**src/rtl/mdio_pkg.sv**
```systemverilog
package mdio_pkg;

   localparam int unsigned FRAME_BITS = 32;
   localparam int unsigned PRE_BITS   = 32;

   // word indices (byte offset / 4) of the four live registers
   localparam int unsigned WORD_STAT = 12;
   localparam int unsigned WORD_CTRL = 13;
   localparam int unsigned WORD_DATA = 14;
   localparam int unsigned WORD_ADDR = 15;

   // serial frame, first transmitted bit in the MSB
   typedef struct packed {
      logic [1:0]  st;
      logic [1:0]  op;
      logic [4:0]  port;
      logic [4:0]  dev;
      logic [1:0]  ta;
      logic [15:0] data;
   } frame_t;

endpackage

```
**src/rtl/mdio_clkgen.sv**
```systemverilog
module mdio_clkgen #(
   parameter int unsigned DIV_W = 8
) (
   input  logic             clk,
   input  logic             rst_n,
   input  logic             en,
   input  logic [DIV_W-1:0] half_i,
   output logic             mdc,
   output logic             rise,
   output logic             fall
);

   if (DIV_W < 1 || DIV_W > 8) begin : g_bad_div
      $error("mdio_clkgen: DIV_W must lie in 1..8");
   end

   logic [DIV_W-1:0] cnt;
   logic [DIV_W-1:0] half_eff;
   logic             wrap;

   assign half_eff = (half_i == '0) ? DIV_W'(1) : half_i;
   assign wrap     = en && (cnt == half_eff - DIV_W'(1));
   assign rise     = wrap && !mdc;
   assign fall     = wrap && mdc;

   always_ff @(posedge clk) begin
      if (!rst_n || !en) begin
         cnt <= '0;
         mdc <= 1'b0;
      end else if (wrap) begin
         cnt <= '0;
         mdc <= ~mdc;
      end else begin
         cnt <= cnt + DIV_W'(1);
      end
   end

   // an edge event is only ever produced while enabled
   assert_edge_needs_en_R3: assert property (@(posedge clk) disable iff (!rst_n)
      (rise || fall) |-> en);

endmodule

```
**src/rtl/mdio_frame_engine.sv**
```systemverilog
module mdio_frame_engine
   import mdio_pkg::*;
(
   input  logic        clk,
   input  logic        rst_n,
   input  logic        start,
   input  frame_t      frame_i,
   input  logic        is_read_i,
   input  logic        pre_en_i,
   input  logic        rise,
   input  logic        fall,
   input  logic        mdio_i,
   output logic        busy,
   output logic        mdio_o,
   output logic        mdio_oe,
   output logic        done,
   output logic [15:0] rd_word,
   output logic        rd_err
);

   localparam int unsigned TOT_BITS = PRE_BITS + FRAME_BITS;
   localparam int unsigned IDX_W    = $clog2(TOT_BITS);
   localparam logic [IDX_W-1:0] IDX_FIRST = IDX_W'(PRE_BITS);
   localparam logic [IDX_W-1:0] IDX_LAST  = IDX_W'(TOT_BITS - 1);
   localparam logic [IDX_W-1:0] IDX_TA1   = IDX_W'(PRE_BITS + 14);
   localparam logic [IDX_W-1:0] IDX_TA2   = IDX_W'(PRE_BITS + 15);
   localparam logic [IDX_W-1:0] IDX_DAT   = IDX_W'(PRE_BITS + 16);

   if (PRE_BITS != 32 || FRAME_BITS != 32) begin : g_bad_len
      $error("mdio_frame_engine: index arithmetic assumes 32+32 bits");
   end

   logic [31:0]      frame_q;
   logic             is_read_q;
   logic [IDX_W-1:0] idx;
   logic [15:0]      shreg;
   logic             err_q;

   assign done    = busy && fall && (idx == IDX_LAST);
   assign rd_word = shreg;
   assign rd_err  = err_q;
   assign mdio_o  = idx[IDX_W-1] ? frame_q[~idx[4:0]] : 1'b1;
   assign mdio_oe = busy && !(is_read_q && idx >= IDX_TA1);

   always_ff @(posedge clk) begin
      if (!rst_n) begin
         busy      <= 1'b0;
         frame_q   <= '0;
         is_read_q <= 1'b0;
         idx       <= '0;
         shreg     <= '0;
         err_q     <= 1'b0;
      end else if (start) begin
         busy      <= 1'b1;
         frame_q   <= frame_i;
         is_read_q <= is_read_i;
         idx       <= pre_en_i ? '0 : IDX_FIRST;
         shreg     <= '0;
         err_q     <= 1'b0;
      end else if (busy) begin
         if (rise && is_read_q) begin
            if (idx == IDX_TA2) err_q <= mdio_i;
            if (idx >= IDX_DAT) shreg <= {shreg[14:0], mdio_i};
         end
         if (fall) begin
            if (idx == IDX_LAST) busy <= 1'b0;
            else                 idx  <= idx + IDX_W'(1);
         end
      end
   end

   // the register block never launches a frame over a running one
   assert_no_start_busy_R11: assert property (@(posedge clk) disable iff (!rst_n)
      busy |-> !start);

   // once the line has been released for a read it stays released to the end
   assert_hold_release_R6: assert property (@(posedge clk) disable iff (!rst_n)
      (busy && !mdio_oe && !fall) |=> (!mdio_oe || !busy));

endmodule

```
**src/rtl/mdio_regs.sv**
```systemverilog
module mdio_regs
   import mdio_pkg::*;
#(
   parameter int unsigned ADDR_W = 6,
   parameter int unsigned DIV_W  = 8
) (
   input  logic              clk,
   input  logic              rst_n,
   input  logic              wr_en,
   input  logic [ADDR_W-1:0] wr_addr,
   input  logic [31:0]       wr_data,
   input  logic              rd_en,
   input  logic [ADDR_W-1:0] rd_addr,
   output logic [31:0]       rd_data,
   input  logic              busy_i,
   input  logic              done_i,
   input  logic [15:0]       rd_word_i,
   input  logic              rd_err_i,
   output logic              start_o,
   output frame_t            frame_o,
   output logic              is_read_o,
   output logic              pre_en_o,
   output logic [DIV_W-1:0]  half_o
);

   localparam int unsigned IW = ADDR_W - 2;

   if (ADDR_W < 6) begin : g_bad_aw
      $error("mdio_regs: ADDR_W must reach byte offset 0x3C");
   end
   if (DIV_W < 1 || DIV_W > 8) begin : g_bad_div
      $error("mdio_regs: DIV_W must lie in 1..8");
   end

   localparam logic [IW-1:0] W_STAT = IW'(WORD_STAT);
   localparam logic [IW-1:0] W_CTRL = IW'(WORD_CTRL);
   localparam logic [IW-1:0] W_DATA = IW'(WORD_DATA);
   localparam logic [IW-1:0] W_ADDR = IW'(WORD_ADDR);

   logic [IW-1:0]    widx, ridx;
   logic             ext_q;
   logic [DIV_W-1:0] div_q;
   logic [4:0]       dev_q, port_q;
   logic             nopre_q;
   logic [15:0]      data_q, addr_q;
   logic             err_q, last_read_q;
   logic             live_wr;
   logic [7:0]       div8;

   assign widx    = wr_addr[ADDR_W-1:2];
   assign ridx    = rd_addr[ADDR_W-1:2];
   assign live_wr = wr_en && !busy_i;
   assign half_o  = div_q;
   assign div8    = 8'(div_q);

   // frame builder: decides whether this write launches a frame and with what
   always_comb begin
      start_o      = 1'b0;
      is_read_o    = 1'b0;
      pre_en_o     = !nopre_q;
      frame_o.st   = ext_q ? 2'b00 : 2'b01;
      frame_o.op   = 2'b01;
      frame_o.port = port_q;
      frame_o.dev  = dev_q;
      frame_o.ta   = 2'b10;
      frame_o.data = wr_data[15:0];
      if (live_wr) begin
         case (widx)
            W_DATA: start_o = 1'b1;
            W_ADDR: if (ext_q) begin
               start_o    = 1'b1;
               frame_o.op = 2'b00;
            end
            W_CTRL: if (wr_data[15]) begin
               start_o      = 1'b1;
               is_read_o    = 1'b1;
               frame_o.op   = ext_q ? 2'b11 : 2'b10;
               frame_o.port = wr_data[9:5];
               frame_o.dev  = wr_data[4:0];
               frame_o.ta   = 2'b11;
               frame_o.data = 16'hFFFF;
               pre_en_o     = !wr_data[10];
            end
            default: ;
         endcase
      end
   end

   always_ff @(posedge clk) begin
      if (!rst_n) begin
         ext_q       <= 1'b0;
         div_q       <= '0;
         dev_q       <= '0;
         port_q      <= '0;
         nopre_q     <= 1'b0;
         data_q      <= '0;
         addr_q      <= '0;
         err_q       <= 1'b0;
         last_read_q <= 1'b0;
      end else begin
         if (wr_en && widx == W_STAT) begin
            ext_q <= wr_data[6];
            div_q <= wr_data[8 +: DIV_W];
         end
         if (live_wr && widx == W_CTRL) begin
            dev_q   <= wr_data[4:0];
            port_q  <= wr_data[9:5];
            nopre_q <= wr_data[10];
         end
         if (live_wr && widx == W_DATA) data_q <= wr_data[15:0];
         if (live_wr && widx == W_ADDR) addr_q <= wr_data[15:0];
         if (start_o) begin
            last_read_q <= is_read_o;
            if (is_read_o) err_q <= 1'b0;
         end
         if (done_i && last_read_q) begin
            err_q  <= rd_err_i;
            data_q <= rd_err_i ? 16'hFFFF : rd_word_i;
         end
      end
   end

   always_ff @(posedge clk) begin
      if (!rst_n) begin
         rd_data <= '0;
      end else if (rd_en) begin
         case (ridx)
            W_STAT:  rd_data <= {16'h0, div8, 1'b0, ext_q, 4'h0, err_q, busy_i};
            W_CTRL:  rd_data <= {21'h0, nopre_q, port_q, dev_q};
            W_DATA:  rd_data <= {busy_i, 15'h0, data_q};
            W_ADDR:  rd_data <= {16'h0, addr_q};
            default: rd_data <= '0;
         endcase
      end
   end

   // a finished read that saw no responder leaves all ones in the data word
   assert_err_gives_ones_R9: assert property (@(posedge clk) disable iff (!rst_n)
      ($fell(busy_i) && last_read_q && err_q) |-> (data_q == 16'hFFFF));

   // the error flag is clear while a read is running
   assert_err_clear_in_read_R9: assert property (@(posedge clk) disable iff (!rst_n)
      (busy_i && last_read_q && !done_i) |-> !err_q);

endmodule

```
**src/rtl/mdio_master.sv**
```systemverilog
module mdio_master
   import mdio_pkg::*;
#(
   parameter int unsigned ADDR_W = 6,
   parameter int unsigned DIV_W  = 8
) (
   input  logic              clk,
   input  logic              rst_n,
   input  logic              wr_en,
   input  logic [ADDR_W-1:0] wr_addr,
   input  logic [31:0]       wr_data,
   input  logic              rd_en,
   input  logic [ADDR_W-1:0] rd_addr,
   output logic [31:0]       rd_data,
   output logic              mdc,
   output logic              mdio_o,
   output logic              mdio_oe,
   input  logic              mdio_i
);

   logic             busy, done, start, is_read, pre_en, rd_err, rise, fall;
   logic [15:0]      rd_word;
   logic [DIV_W-1:0] half;
   frame_t           frame;

   mdio_regs #(.ADDR_W(ADDR_W), .DIV_W(DIV_W)) u_regs (
      .clk       (clk),
      .rst_n     (rst_n),
      .wr_en     (wr_en),
      .wr_addr   (wr_addr),
      .wr_data   (wr_data),
      .rd_en     (rd_en),
      .rd_addr   (rd_addr),
      .rd_data   (rd_data),
      .busy_i    (busy),
      .done_i    (done),
      .rd_word_i (rd_word),
      .rd_err_i  (rd_err),
      .start_o   (start),
      .frame_o   (frame),
      .is_read_o (is_read),
      .pre_en_o  (pre_en),
      .half_o    (half)
   );

   mdio_clkgen #(.DIV_W(DIV_W)) u_clk (
      .clk    (clk),
      .rst_n  (rst_n),
      .en     (busy),
      .half_i (half),
      .mdc    (mdc),
      .rise   (rise),
      .fall   (fall)
   );

   mdio_frame_engine u_eng (
      .clk       (clk),
      .rst_n     (rst_n),
      .start     (start),
      .frame_i   (frame),
      .is_read_i (is_read),
      .pre_en_i  (pre_en),
      .rise      (rise),
      .fall      (fall),
      .mdio_i    (mdio_i),
      .busy      (busy),
      .mdio_o    (mdio_o),
      .mdio_oe   (mdio_oe),
      .done      (done),
      .rd_word   (rd_word),
      .rd_err    (rd_err)
   );

   // the management clock rests low whenever no frame is in flight
   assert_mdc_idle_low_R3: assert property (@(posedge clk) disable iff (!rst_n)
      !busy |-> !mdc);

   // line value and enable hold steady across every rising clock edge
   assert_hold_on_rise_R12: assert property (@(posedge clk) disable iff (!rst_n)
      $rose(mdc) |-> ($stable(mdio_o) && $stable(mdio_oe)));

endmodule

```
**config.mk**
```make
export PLATFORM = sky130hd
export DESIGN_NAME = mdio_master
export DESIGN_NICKNAME = d
export VERILOG_FILES = /design/src/rtl/mdio_pkg.sv /design/src/rtl/mdio_clkgen.sv /design/src/rtl/mdio_frame_engine.sv /design/src/rtl/mdio_regs.sv /design/src/rtl/mdio_master.sv
export SDC_FILE = /design/constraint.sdc
export NUM_CORES = 1
export LEC_CHECK = 0
export BUFFER_PORTS_ARGS = -buffer_cell sky130_fd_sc_hd__buf_4
export CAP_MARGIN = 15
export CORE_MARGIN = 4
export CORE_UTILIZATION = 60
export CTS_BUF_LIST = sky130_fd_sc_hd__clkbuf_4 sky130_fd_sc_hd__clkbuf_8 sky130_fd_sc_hd__clkbuf_16
export DETAILED_ROUTE_END_ITERATION = 7
export MAX_ROUTING_LAYER = met4
export PLACE_DENSITY = 0.81
export SLEW_MARGIN = 20
export SYNTH_ARGS = -nofsm -noshare
export SYNTH_HDL_FRONTEND = slang
export SYNTH_HIERARCHICAL = 1
export SYNTH_SLANG_ARGS = --single-unit
```
**constraint.sdc**
```tcl
create_clock -name clk -period 6.54 [get_ports clk]
set_input_delay 0.654 -clock clk [delete_from_list [all_inputs] [get_ports clk]]
set_output_delay 0.654 -clock clk [all_outputs]
set_load 0.03 [all_outputs]
```
# [Yosys cells after proc, flatten, opt, wreduce, memory -nomap -nowiden]
# Index checks and enable logic that the tools add are counted.
[classes] add_sub_neg=3 mul=0 div_mod_pow=0 magnitude_cmp=3 n_eq_ne=12 shift=0 n_mux=35 bitwise_logic=3 n_reduce_logical=33
[op_table] operator="case mux 32 bit (4 select lines)" count=1
[op_table] operator="2-to-1 mux 30 bit" count=2
[op_table] operator="2-to-1 mux 16 bit" count=3
[op_table] operator="== test 4 bit, second input constant" count=8
[op_table] operator="2-to-1 mux 6 bit" count=5
[op_table] operator="2-to-1 mux 28 bit" count=1
[op_table] operator="2-to-1 mux 1 bit" count=19
[op_table] operator="logical AND 1 bit" count=14
[op_table] operator="== test 6 bit, second input constant" count=2
[op_table] operator="greater-or-equal comparator 6 bit, second input constant" count=2
[op_table] operator="nonzero test 2 bit" count=5
[op_table] operator="AND reduction 3 bit" count=3
[op_table] operator="adder 8 x 1 -> 8 bit, second input constant" count=1
[op_table] operator="== test 8 bit" count=1
[op_table] operator="zero test 8 bit" count=1
[op_table] operator="2-to-1 mux 8 bit" count=1
[op_table] operator="subtractor 8 x 1 -> 8 bit, second input constant" count=1
[op_table] operator="adder 6 x 1 -> 6 bit, second input constant" count=1
[op_table] operator="zero test 1 bit" count=6
[op_table] operator="less-than comparator 5 x 6 -> 1 bit, second input constant" count=1
[op_table] operator="binary-select mux 1 bit (select 5 bit)" count=1
[op_table] operator="NOT 5 bit" count=1
[op_table] operator="case mux 2 bit (2 select lines)" count=1
[op_table] operator="OR reduction 2 bit" count=2
[op_table] operator="5 further kinds" count=6
[word_totals] register_bits=151 latchBits=0 ram_bits=0 rom_bits=0 inputBits=49 out_inout_bits=35 word_cells=106 n_memories=0

# [Longest topological paths before layout]
[depth] word_depth=11 ltp_mapped=15 ltp_nobuf=13

# [Cells and area by module]
# The synthesis kept the hierarchy.
[by_module_without_submodules] module="mdio_regs" instances=1 cells_each=435 area_each_um2=3731.1 seq_area_each_um2=1421.4
[by_module_without_submodules] module="mdio_frame_engine" instances=1 cells_each=251 area_each_um2=2511.2 seq_area_each_um2=1141.1
[by_module_without_submodules] module="mdio_clkgen" instances=1 cells_each=92 area_each_um2=795.8 seq_area_each_um2=180.2

# [Worst setup path after synthesis]
# OpenSTA, ideal clock, no wires.
[synth_timing] kind="register to register" start="reg u_regs.div_q[2], in the netlist u_regs/half_o[2]" end="reg u_regs.data_q[15]" setup_time_ps=136 t_arrival_ps=3404 required_ps=6404 slack_ps=3000 stages_incl_launch_ff=15 n_path_buf=1 synth_period_minus_slack_ps=3540 path_cell_list="dfxtp_1 -> nor4_4 -> a21oi_1 -> ha_1 -> xor2_1 -> o2111ai_1 -> or4b_4 -> nor4b_4 -> and2_1 -> nand2_1 -> nor2_1 -> nand3b_1 -> clkbuf_1 -> o21ai_0 -> a31oi_1"
[synth_between] elab_chain_cells=10 elab_cells_between_ends=11 cone_classes="1 x add/sub; 1 x eq/ne; 2 x mux; 7 x reduce/logical"
[synth_lines] element="from (decl)" line_no="mdio_regs.sv:42" source="logic [DIV_W-1:0] div_q;"
[synth_lines] element="from (signal assigned)" line_no="mdio_regs.sv:103" source="div_q <= wr_data[8 +: DIV_W];"
[synth_lines] element="zero test 8 bit" line_no="mdio_clkgen.sv:21" source="assign half_eff = (half_i == '0) ? DIV_W'(1) : half_i;"
[synth_lines] element="2-to-1 mux 8 bit (*)" line_no="mdio_clkgen.sv:21"
[synth_lines] element="subtractor 8 x 1 -> 8 bit (*)" line_no="mdio_clkgen.sv:22" source="assign wrap = en && (cnt == half_eff - DIV_W'(1));"
[synth_lines] element="== test 8 bit (*)" line_no="mdio_clkgen.sv:22"
[synth_lines] element="logical AND 1 bit (*)" line_no="mdio_clkgen.sv:22"
[synth_lines] element="logical AND 1 bit (*)" line_no="mdio_clkgen.sv:24" source="assign fall = wrap && mdc;"
[synth_lines] element="named net fall" line_no="mdio_master.sv:21" source="logic busy, done, start, is_read, pre_en, rd_err, rise, fall;"
[synth_lines] element="logical AND 1 bit (*) (2 in series)" line_no="mdio_frame_engine.sv:39" source="assign done = busy && fall && (idx == IDX_LAST);"
[synth_lines] element="named net done" line_no="mdio_master.sv:21"
[synth_lines] element="logical AND 1 bit (*)" line_no="mdio_regs.sv:116" source="if (done_i && last_read_q) begin"
[synth_lines] element="2-to-1 mux 16 bit or nonzero test 2 bit (tied branches)"
[synth_lines] element="to (signal assigned)" line_no="mdio_regs.sv:110" source="if (live_wr && widx == W_DATA) data_q <= wr_data[15:0];"
[synth_lines] element="to (signal assigned)" line_no="mdio_regs.sv:118" source="data_q <= rd_err_i ? 16'hFFFF : rd_word_i;"
[synth_lines] element="to (decl)" line_no="mdio_regs.sv:45" source="logic [15:0] data_q, addr_q;"
# Mark *: on every way through the listed nets, which the timed path passes. The rest lies on a longest branch.
# A chain may end at the register's enable or synchronous reset.

# [Worst setup path in the final report]
[layout_timing] start="reg u_regs.div_q[2], in the netlist u_regs/half_o[2]" end="reg u_regs.data_q[5]"
# The elaborated chain is that of the path after synthesis.

==> flow_summary.ini <==
[pwr]
power.density_mw_per_mm2 = 249
leakagePower_nw = 2.72
internal_power_w = 0.00152
ir_drop_mv = 0.234
power_frac_comb_pct = 6.8
switching_share_pct = 22.4
p_switching_w = 0.000439
clkPwrFrac_pct = 49.8
seqPwrFrac_pct = 43.4

[worst_hold_path]
hold_start = u_regs/rd_data[15]$_SDFFE_PN0P_
hold_depth = 2
hold_class = flop to flop
hold_end = u_regs/rd_data[15]$_SDFFE_PN0P_

[floorplan]
rows = 39
io_pins = 84
core_area_mm2 = 0.0115
die_w_um = 116
chipHeight_um = 116
die_area_mm2 = 0.0135
start_util_pct = 61.4

[cells_and_area]
drive_gt1_share_pct = 16.6
final_common_cell = dfxtp_1
layout_common_cells = dfxtp_1, o21ai_0, nand3_1
nNetsFinal = 839
area_growth_pct = 11.4
diodes = 0
stdcell_count = 942

[detailed_routing]
ant_nets = 0
first_pass_iters = 8
vias = 5919
drt_iter0_drc = 587
wire_per_inst_um = 18.9
routed_wirelength_mm = 17.8
via_per_inst = 6.28
drt_drc_violations_left = 0

[synth]
syn_avg_cell_area_um2 = 9.05
async_flop_share_pct = 0
synth_area_mm2 = 0.00704
synth_edf_count = 0
yosys_warnings = 6
seq_area_frac_synth_pct = 39.0
syn_inst = 778
synth-seq-cells = 137
synthFlopType = dfxtp_1
synth.distinct_cells = 64

[worst_setup_path]
slowest_stage = or4b_4
critical_path.max_stage_delay_ns = 0.52
path_depth = 13
cp-start-kind = flop
critPathBufInv = 0
rr_startpoint = u_regs/half_o[2]$_SDFFE_PN0P_
path_cells = nor4_4 -> a21oi_1 -> ha_1 -> xor2_1 -> o2111ai_1 -> or4b_4 -> nor4b_4 -> and2_1 -> nand2_1 -> nor2_1 -> nand3b_1 -> o21ai_0 -> a31oi_1
crit_required_ns = 6.80
cp_data_arrival_time_ns = 4.74
critPathTopFamily = simple AND/OR/NAND/NOR gates
ff2ff_path_depth = 13
ff2ff_setup_slack_ns = 2.06
cp-end-kind = flop
reg2reg_to = u_regs/data_q[5]$_SDFFE_PN0P_
worst-path-max-fanout = 16
crit_type = flop to flop

[timing]
hold_viol = 0
post-route-period-util_pct = 68.5
maxSlewHeadroom_pct = 26.9
max_freq_ghz = 0.223
drv_slew = 0
setup_violations = 0
setup_tns_ns = 0
worst_pin_slew_ns = 1.09
rsz0062_at_grt = false
hold_slack_ns = 0.451
fin_worst_skew_ns = 0.00809
fin_crit_ns = 4.48

[clock_network]
h-tree-depth = 4
clock_latency_ns = 0.42
ctsHoldBuffers = 0
cts_tree = built
cts_root_buf = clkbuf_16
clk_pin_slew_ns = 0.05
clockBufferDepth = 2
cts_setup_buffers = 0
cts_buffers = 17
cts_resized = 0
cts_sinks = 137

[global_route]
antenna_found_initial = 0
grt_usage_pct = 27.5
grt_max_degree = 53
grt_pass1_vias = 5652
grt_pass1_wl_mm = 28.1
grt.overflow.total = 0

[placed_design]
routabilityCongestion = 0.899
io_buffers = 48
placedCellCount = 910
hpwl_mm = 11.8

[run_status]
status = complete, no violations

[job]
cap_violations = 0
## cell type report
| cell class | instances | area (um2) |
|---|---|---|
| inverters | 8 | 30.0 |
| repair buffers | 53 | 398 |
| well taps | 143 | 179 |
| fillers | 920 | 3620 |
| clock inverters | 6 | 86.3 |
| multi-input cells | 569 | 3880 |
| flip-flops and latches | 137 | 2740 |
| clock buffers | 26 | 524 |
## cell usage after synthesis (5+ instances only)
cell	number	share of area, %
a21boi_0	36	3.8
a21oi_1	22	1.6
a22oi_1	16	1.7
a31oi_1	19	1.7
a32oi_1	6	0.75
and4b_1	5	0.71
buf_2	19	1.4
buf_4	26	2.8
clkbuf_1	25	1.3
dfxtp_1	137	39
inv_1	8	0.43
mux2_2	27	4.3
mux2i_1	40	5.7
mux4_1	7	2.6
nand2_1	52	2.8
nand2b_1	9	0.80
nand3_1	56	4.0
nand3b_1	12	1.3
nor2_1	16	0.85
nor2b_1	37	3.3
nor3_1	13	0.92
o21ai_0	84	6.0
or2_1	6	0.53
or2_2	11	0.98
xnor2_1	8	1.0
xor2_1	9	1.1
## flip-flops by register name (all words and copies together) (netlist names), 5 cells and up
register	flops
u_eng/rd_word	16
u_clk/cnt	8
u_regs/port_q	5
u_regs/rd_data	17
u_eng/frame_q	32
u_regs/half_o	8
u_eng/idx	6
u_regs/addr_q	16
u_regs/dev_q	5
u_regs/data_q	16
## worst max-delay path by stage
stage                                       start                        endpoint  slack [ns]
global placement    u_regs/half_o[2]$_SDFFE_PN0P_  u_eng/rd_word[14]$_SDFFE_PP0P_        2.25
detailed placement  u_regs/half_o[2]$_SDFFE_PN0P_   u_regs/data_q[5]$_SDFFE_PN0P_        2.15
finish              u_regs/half_o[2]$_SDFFE_PN0P_   u_regs/data_q[5]$_SDFFE_PN0P_        2.06
floorplan           u_regs/half_o[2]$_SDFFE_PN0P_  u_regs/data_q[15]$_SDFFE_PN0P_        3.00
global route        u_regs/half_o[2]$_SDFFE_PN0P_  u_regs/data_q[13]$_SDFFE_PN0P_        1.77
CTS                 u_regs/half_o[2]$_SDFFE_PN0P_   u_regs/data_q[5]$_SDFFE_PN0P_        2.12
## power by group through the flow
stage / Combinational (W) / Clock [W] / Sequential (W)
finish: 0.000133 / 0.000974 / 0.000848
global route: 0.000143 / 0.00102 / 0.000848
CTS: 0.000131 / 0.000988 / 0.000848
detailed placement: 0.000130 / 0 / 0.000866
global placement: 0.000126 / 0 / 0.000865
floorplan: 0.0000970 / 0 / 0.000864
## worst register-to-register path: stages (launching register included)
cell and delay (ns):
dfxtp_1 0.43, nor4_4 0.51, a21oi_1 0.12, ha_1 0.32, xor2_1 0.20, o2111ai_1 0.16, or4b_4 0.52, nor4b_4 0.48
and2_1 0.25, nand2_1 0.18, nor2_1 0.23, nand3b_1 0.45, o21ai_0 0.41, a31oi_1 0.07
## stage by stage
stage	instance area [um2]	power [W]	util, %	worst slack [ns]
after global routing	7840	0.00201	68.4	1.77
after floorplan	7090	0.000961	-	3.00
final	7840	0.00196	68.4	2.06
after detailed placement	7230	0.000995	63.0	2.15
after global placement	7230	0.000992	63.0	2.25
after CTS	7840	0.00197	68.3	2.12
## cell families after synthesis
kind of cell,after synthesis,share of synthesized area (%)
buffers and inverters,87,6.90
other,2,0.107
DFF,137,39.0
and+or+nand+nor,248,20.0
AOI/OAI and AO/OA,209,18.5
adders and majority gates,4,0.711
xor gates and xnor gates,17,2.12
muxes,74,12.6
## routing by layer
metal | GRT usage, % | part of all wire [%] | vias up
met2 | 43.5 | 49 | 252
met1 | 33.9 | 42 | 2835
met3 | 5.39 | 6.8 | 37
met5 | - | 0 | -
met4 | 12.7 | 2.6 | 0
li1 | - | - | 2795
No activity file was read; power rests on OpenSTA's default activity.
